### config.mk
export PLATFORM = sky130hd
export DESIGN_NAME = tshift_ctrl
export DESIGN_NICKNAME = d
export VERILOG_FILES = /design/src/rtl/tsc_pkg.sv /design/src/rtl/tsc_hold.sv /design/src/rtl/tsc_mem_seq.sv /design/src/rtl/tshift_ctrl.sv
export SDC_FILE = /design/constraint.sdc
export NUM_CORES = 1
export LEC_CHECK = 0
export BUFFER_PORTS_ARGS = -buffer_cell sky130_fd_sc_hd__buf_2
export CORE_ASPECT_RATIO = 1.1
export CORE_UTILIZATION = 50
export CTS_BUF_LIST = sky130_fd_sc_hd__clkbuf_2
export DETAILED_ROUTE_END_ITERATION = 8
export PLACE_DENSITY = 0.68
export SLEW_MARGIN = 40
export SYNTH_ARGS = -nofsm -noshare
export SYNTH_HDL_FRONTEND = slang
export SYNTH_SLANG_ARGS = --single-unit
export TNS_END_PERCENT = 20
### constraint.sdc
create_clock -name clk -period 9.4 [get_ports clk]
set_input_delay 0.94 -clock clk [delete_from_list [all_inputs] [get_ports clk]]
set_output_delay 0.94 -clock clk [all_outputs]
set_load 0.01 [all_outputs]
### src/rtl/tsc_pkg.sv
package tsc_pkg;

  typedef enum logic [1:0] {
    MD_LIVE  = 2'd0,
    MD_PLAY  = 2'd1,
    MD_PAUSE = 2'd2,
    MD_REV   = 2'd3
  } tsc_mode_e;

  function automatic logic [31:0] tsc_min(input logic [31:0] a, input logic [31:0] b);
    return (a < b) ? a : b;
  endfunction

  // Position that lies want samples behind wr, never deeper than fill.
  function automatic logic [31:0] tsc_back(input logic [31:0] wr,
                                           input logic [31:0] want,
                                           input logic [31:0] fill);
    return wr - tsc_min(want, fill);
  endfunction

endpackage

### src/rtl/tsc_hold.sv
module tsc_hold #(
  parameter int HOLD_TICKS = 150000
) (
  input  logic clk,
  input  logic rst_n,
  input  logic strobe,
  input  logic btn,
  output logic short_rel,
  output logic rev_start,
  output logic rev_end
);
  localparam int CW = $clog2(HOLD_TICKS + 1);

  logic [CW-1:0] cnt;
  logic          btn_q;
  logic          is_long;
  logic          release_ev;

  assign is_long    = (cnt == CW'(HOLD_TICKS));
  assign release_ev = btn_q && !btn;
  assign short_rel  = release_ev && !is_long;
  assign rev_end    = release_ev && is_long;
  assign rev_start  = btn && strobe && (cnt == CW'(HOLD_TICKS - 1));

  always_ff @(posedge clk) begin
    if (!rst_n) begin
      cnt   <= '0;
      btn_q <= 1'b0;
    end else begin
      btn_q <= btn;
      if (!btn)
        cnt <= '0;
      else if (strobe && !is_long)
        cnt <= cnt + 1'b1;
    end
  end
endmodule

### src/rtl/tsc_mem_seq.sv
module tsc_mem_seq (
  input  logic clk,
  input  logic rst_n,
  input  logic strobe,
  input  logic do_read,
  input  logic ack,
  output logic req,
  output logic we,
  output logic idle,
  output logic wr_done,
  output logic rd_done
);
  typedef enum logic [1:0] {S_IDLE, S_WR, S_RD} seq_e;
  seq_e st;

  assign idle    = (st == S_IDLE);
  assign req     = (st != S_IDLE);
  assign we      = (st == S_WR);
  assign wr_done = (st == S_WR) && ack;
  assign rd_done = (st == S_RD) && ack;

  always_ff @(posedge clk) begin
    if (!rst_n) begin
      st <= S_IDLE;
    end else begin
      case (st)
        S_IDLE: if (strobe) st <= S_WR;
        S_WR:   if (ack) st <= do_read ? S_RD : S_IDLE;
        S_RD:   if (ack) st <= S_IDLE;
        default: st <= S_IDLE;
      endcase
    end
  end
endmodule

### src/rtl/tshift_ctrl.sv
module tshift_ctrl
  import tsc_pkg::*;
#(
  parameter int ADDR_W     = 25,
  parameter int SKIP_LEN   = 750000,
  parameter int HOLD_TICKS = 150000,
  parameter int REV_STEP   = 4,
  parameter int LIVE_LAG   = 0
) (
  input  logic              clk,
  input  logic              rst_n,
  input  logic              smp_stb,
  input  logic [11:0]       smp_in,
  input  logic              btn_rew,
  input  logic              btn_pause,
  input  logic              btn_live,
  output logic              mem_req,
  output logic              mem_we,
  output logic [ADDR_W-1:0] mem_addr,
  output logic [15:0]       mem_wdata,
  input  logic [15:0]       mem_rdata,
  input  logic              mem_ack,
  output logic [11:0]       audio_out,
  output logic              audio_vld,
  output logic              led_pause,
  output logic              led_live,
  output logic              led_power
);
  localparam logic [ADDR_W-1:0] FILL_MAX = {ADDR_W{1'b1}};

  tsc_mode_e         mode;
  logic [ADDR_W-1:0] wr_ptr, rd_ptr, fill;
  logic [11:0]       sample_q;
  logic              pause_q, live_q;
  logic              pend_pause, pend_live, pend_skip;

  logic seq_idle, wr_done, rd_done;
  logic short_rel, rev_start, rev_end;
  logic apply_ok;

  logic [ADDR_W-1:0] wr_next, fill_next, lag_after_wr, clamp_rd, lag_now;
  logic [ADDR_W-1:0] rd_rev, rd_skip, rd_live;
  logic              unused_hi;

  tsc_hold #(.HOLD_TICKS(HOLD_TICKS)) u_hold (
    .clk(clk), .rst_n(rst_n), .strobe(smp_stb), .btn(btn_rew),
    .short_rel(short_rel), .rev_start(rev_start), .rev_end(rev_end)
  );

  tsc_mem_seq u_seq (
    .clk(clk), .rst_n(rst_n), .strobe(smp_stb),
    .do_read(mode != MD_PAUSE), .ack(mem_ack),
    .req(mem_req), .we(mem_we), .idle(seq_idle),
    .wr_done(wr_done), .rd_done(rd_done)
  );

  // Pointer arithmetic
  assign wr_next      = wr_ptr + 1'b1;
  assign fill_next    = (fill == FILL_MAX) ? fill : fill + 1'b1;
  assign lag_after_wr = wr_next - rd_ptr;
  assign clamp_rd     = wr_next - fill_next;
  assign lag_now      = wr_ptr - rd_ptr;
  assign rd_rev  = ADDR_W'(tsc_back(32'(wr_ptr), 32'(lag_now) + 32'(REV_STEP), 32'(fill)));
  assign rd_skip = ADDR_W'(tsc_back(32'(wr_ptr), 32'(lag_now) + 32'(SKIP_LEN), 32'(fill)));
  assign rd_live = ADDR_W'(tsc_back(32'(wr_ptr), 32'(LIVE_LAG), 32'(fill)));

  assign apply_ok  = seq_idle && !smp_stb;
  assign mem_addr  = mem_we ? wr_ptr : rd_ptr;
  assign mem_wdata = {4'h0, sample_q};
  assign audio_vld = rd_done;
  assign led_pause = (mode == MD_PAUSE);
  assign led_live  = (mode == MD_LIVE);
  assign led_power = 1'b1;
  assign unused_hi = ^mem_rdata[15:12];

  always_ff @(posedge clk) begin
    if (!rst_n) begin
      mode       <= MD_LIVE;
      wr_ptr     <= '0;
      rd_ptr     <= '0;
      fill       <= '0;
      sample_q   <= '0;
      audio_out  <= '0;
      pause_q    <= 1'b0;
      live_q     <= 1'b0;
      pend_pause <= 1'b0;
      pend_live  <= 1'b0;
      pend_skip  <= 1'b0;
    end else begin
      pause_q <= btn_pause;
      live_q  <= btn_live;
      if (smp_stb && seq_idle) sample_q <= smp_in;

      if (wr_done) begin
        wr_ptr <= wr_next;
        fill   <= fill_next;
        if (lag_after_wr == '0 || lag_after_wr > fill_next) rd_ptr <= clamp_rd;
      end

      if (rd_done) begin
        audio_out <= mem_rdata[11:0];
        rd_ptr    <= (mode == MD_REV) ? rd_rev : rd_ptr + 1'b1;
      end

      if (apply_ok) begin
        if (pend_live) begin
          rd_ptr    <= rd_live;
          mode      <= MD_LIVE;
          pend_live <= 1'b0;
        end else if (pend_skip) begin
          rd_ptr    <= rd_skip;
          if (mode != MD_PAUSE) mode <= MD_PLAY;
          pend_skip <= 1'b0;
        end else if (pend_pause) begin
          mode       <= (mode == MD_PAUSE) ? MD_PLAY : MD_PAUSE;
          pend_pause <= 1'b0;
        end
      end

      if (rev_start) mode <= MD_REV;
      if (rev_end)   mode <= MD_PLAY;
      if (mode == MD_PAUSE) audio_out <= '0;

      if (btn_pause && !pause_q) pend_pause <= 1'b1;
      if (btn_live && !live_q)   pend_live  <= 1'b1;
      if (short_rel)             pend_skip  <= 1'b1;
    end
  end
endmodule

==> results summary <==
Counting stages on the worst path, the most repeated cell is ha_1. Buffers inserted during clock tree synthesis total 17. The total routing usage reported by global routing is 31.5%. The average wire per standard cell came out at a little under 20 um. The library cell used most frequently in the layout, excluding fill and tap cells, is nand2_1.

The mean instance size in the synthesized netlist came out at 7.39 um2. The number of instances in the placed design came out at just under 3000. After routing, the total negative slack on setup checks comes to 0 ns. After layout, the worst setup slack is about 0.57 ns. The sum of met2 wire segment lengths after detailed routing came out at about 26 mm. The data arrival time of the critical path is between 9 and 10 ns. For the pin with the worst max-slew slack, the measured transition is 0.870 ns.

For this configuration, the core starts out at a cell density of between 50% and 60%. The number of enable-type register cells in the synthesized netlist is 0. Synthesis instantiated between 90 and 100 different standard cells from the library. Entering global routing, the biggest net connects between 60 and 70 pins. In this run the critical register-to-register path is launched from rd_ptr[2]. The final clock period utilization by the worst path is between 90% and 100%. Derived from the worst setup path, the maximum achievable clock frequency is ~110 MHz. The leakage power summed over all cells is 0.00806 uW. The total area inside the core boundary comes to 34300 um2. The global-route wire length before repair is around 87 mm. Between clock sinks in the finished design, the worst skew comes to between 0.06 and 0.07 ns. The I/O pin count came out at 94. The clock passes through at most 2 buffers.

The category of the worst setup path launch point is a flip-flop. Of all nets on the critical path, the largest fanout is 11. The number of levels in the clock H-tree came out at 4. Together, buffers and inverters on the worst path number 4. The count of non-filler cells in the finished layout came out at just under 3000. The final net count came out at 2741.

The biggest area contributor in the post-synthesis netlist is ha_1. After detailed routing, the number of remaining DRC violations is 0. The uppermost layer routed is met4. The number of global-route vias before repair came to roughly 16000.

The peak supply drop is approximately 0.32 mV. In the final layout, the share of cells above drive strength 1 is between 10% and 20%. The wire length after detailed routing came out at ~57 mm. The finished cells cover roughly 19000 um2. The post-route worst hold slack came out at between 0.3 and 0.4 ns. The start point of the worst hold path is btn_pause. In this run the core area contains 71 standard-cell rows.

The minimum clock period after layout is just under 9 ns. The tightest min-delay check is of the in -> reg type. The endpoint of the worst hold path is pause_q. By startpoint and endpoint, the worst setup path is classified as reg -> reg.

Once placement finished, the instance area stood at roughly 19000 um2. The cell with the largest stage delay on the worst path is dfxtp_1. The number of synthesized register bits is about 130. Clock-pin slew was measured on the worst setup and hold paths at approximately 0.23 ns.

The Yosys warning count is 0. Summed over all layers, the global routing overflow is 0. Max-cap violations in this run came to 0.

The top cell type by area accounts for ~16% of the synthesized area. The setup violation total in the final timing report is 0. OpenSTA, run right after detailed placement, puts the worst setup slack at 0.384 ns. The count of vias placed by the detailed router came out at 17500. The minimum setup slack among reg-to-reg paths is 0.57 ns. The clock sink count is 127. The insertion delay to the later sink of the worst-skew pair came out at ~0.8 ns.

The HPWL reported at the end of detailed placement came out at 46.1 mm. The die covers between 30000 and 40000 um2. The number of stages on the worst hold path came out at 2. The remaining number of nets flagged by the antenna check after routing came out at 0.

Summing every instance area after synthesis gives ~17000 um2. The detailed router put a total of about 25 mm of wire on met1. The dominant delay contributor by cell family on the critical path is compound AO/OA/AOI/OAI gates. TritonCTS built the clock tree. Data on the critical path is required at its endpoint by a little over 10 ns. In the synthesized netlist, the number of instances is roughly 2400. Counting flops with an async set or reset pin after synthesis yields a share of 0%.

The initial DRC count came out at around 1100. The portion of the post-synthesis area used by sequential elements is roughly 15%. The met3 layer wire length in the routed design came out at between 3 and 4 mm. In this run the horizontal extent of the chip is 180 um. The final hold violation count came to 0.

The power density of the placed cells is between 400 and 500 nW/um2. The synthesis-to-layout area growth is 8.71%. The headroom to the max-slew limit is 41.4%. The master cell of the clock root buffer is clkbuf_2. The category of the worst setup path capture point is a flip-flop. The number of slew-limit violations in the final report came to 0.

The largest incremental delay on the critical path came out at 0.47 ns. The top cell types in the final layout, fill and taps aside, are 235 x nand2_1, 224 x ha_1, 191 x xnor2_1, 188 x a21oi_1, 174 x nor2_1. The number of antenna violations at the first check in global routing came to 1. The via density per instance came out at 5.96.

Sorting the synthesized cells by area gives the leading types as ha_1 16%, dfxtp_1 15%, xnor2_1 9.7%. Setup repair after global routing left no endpoint under its margin. The most used flip-flop cell after synthesis is dfxtp_1. From bottom edge to top edge, the die measures approximately 200 um.

The routability congestion estimate came out at about 1. The first TritonRoute pass finished after 8 iterations. In this run the critical register-to-register path is captured at rd_ptr[24]. The flow ran to the end, and the final reports show no timing, DRC or antenna violations.

The number of filler instances in the final layout came out at 3353. The worst register-to-register path has a depth of 43. The number of port buffers came out at 84.
## worst max path at each step
stage                   start          to  cells past startpoint  slack [ns]
global route        rd_ptr[2]  rd_ptr[23]                     42        0.02
floorplan           wr_ptr[1]  rd_ptr[24]                     44        1.46
finish              rd_ptr[2]  rd_ptr[24]                     43        0.57
CTS                 wr_ptr[0]  rd_ptr[24]                     40        0.28
global placement    wr_ptr[0]  rd_ptr[24]                     39        0.42
detailed placement  wr_ptr[0]  rd_ptr[24]                     40        0.38
## cell families (layout without fill, tap and decap cells)
kind of cell | count (synthesis) | count (layout) | synth area share, %
adder cells (fa/ha/maj) | 230 | 230 | 16.7
XOR/XNOR | 273 | 273 | 13.8
multiplexers | 32 | 32 | 1.84
buffers and inverters | 208 | 300 | 4.88
other | 2 | 31 | 0.0429
flip-flops | 127 | 127 | 14.5
AND/OR/NAND/NOR | 806 | 806 | 22.6
AO/OA/AOI/OAI | 691 | 691 | 25.6
## worst reg2reg max path: cells and delay by family (launching register included)
family / cells / cell delay (ns)
compound gates: 18 / 3.76
simple gates: 13 / 2.07
fa+ha+maj: 5 / 1.45
xor+xnor: 3 / 0.58
flops: 1 / 0.47
buf+inv: 4 / 0.43
## sequential cells by signal, indices dropped and copies added (netlist names)
register / count
fill: 25
pend_skip: 1
pend_pause: 1
pend_live: 1
pause_q: 1
u_hold.btn_q: 1
u_hold.cnt: 18
wr_ptr: 25
live_q: 1
sample_q: 12
rd_ptr: 25
mode: 2
u_seq.st: 2
audio_out: 12
## power by group
part,switching [uW],total (uW),internal (uW)
Clock,270,402,133
Combinational,4140,7090,2950
Sequential,26.0,597,571
Total,4430,8090,3650
## layer usage
layer,vias up,track usage (%)
met2,605,53.0
met1,8117,40.6
met4,0,12.8
met5,-,0
met3,98,4.01
li1,8640,-
## Yosys cell counts (5+ instances only)
cell type  count
ha_1         224
o41ai_1        6
nor2b_1       28
a21oi_2        6
a21boi_0      29
nand3b_1       9
nor4_1        11
a32oi_1        5
xor2_1        76
o22ai_1        6
and3_1        22
dfxtp_1      127
buf_2          7
o21ai_1       44
or3_1         27
nand2b_1      26
a31oi_1       15
and2_1        67
or2_2          9
nand4_1       32
o2111ai_1      6
o31ai_1       10
a22oi_1       15
o21bai_1      19
nand3_1       77
a21o_1        56
a21oi_1      189
mux2i_1       30
clkbuf_1      66
nand2_1      237
a2111oi_0      5
a211oi_1      17
xnor2_1      193
o21a_1        27
o31a_1         7
o211ai_1      17
inv_1        115
fa_1           6
o21ai_0      155
nor3_1        58
nor2_1       175
buf_4          9
## repair_timing
item,CTS,global route
hold buffers,0,0
resized for setup,0,23
buffers inserted,0,4
setup endpoints to repair,0,12
## metrics by stage
step / util, % / power, uW
floorplan: - / 5750
global placement: 54.3 / 7230
detailed placement: 54.4 / 7350
CTS: 55.1 / 7790
global route: 55.5 / 8790
finish: 55.5 / 8090
## cell type report
| type | count | area, um2 | share of cell area, % |
|---|---|---|---|
| inverters | 118 | 443 | 2.33 |
| flip-flops and latches | 127 | 2540 | 13.4 |
| diodes | 1 | 2.50 | 0.0132 |
| multi-input cells | 2062 | 14300 | 75.2 |
| clock inverters | 15 | 171 | 0.901 |
| well taps | 438 | 548 | 2.88 |
| repair buffers | 150 | 916 | 4.81 |
| clock buffers | 17 | 85.1 | 0.447 |
Power figures use the tool's default switching activity.
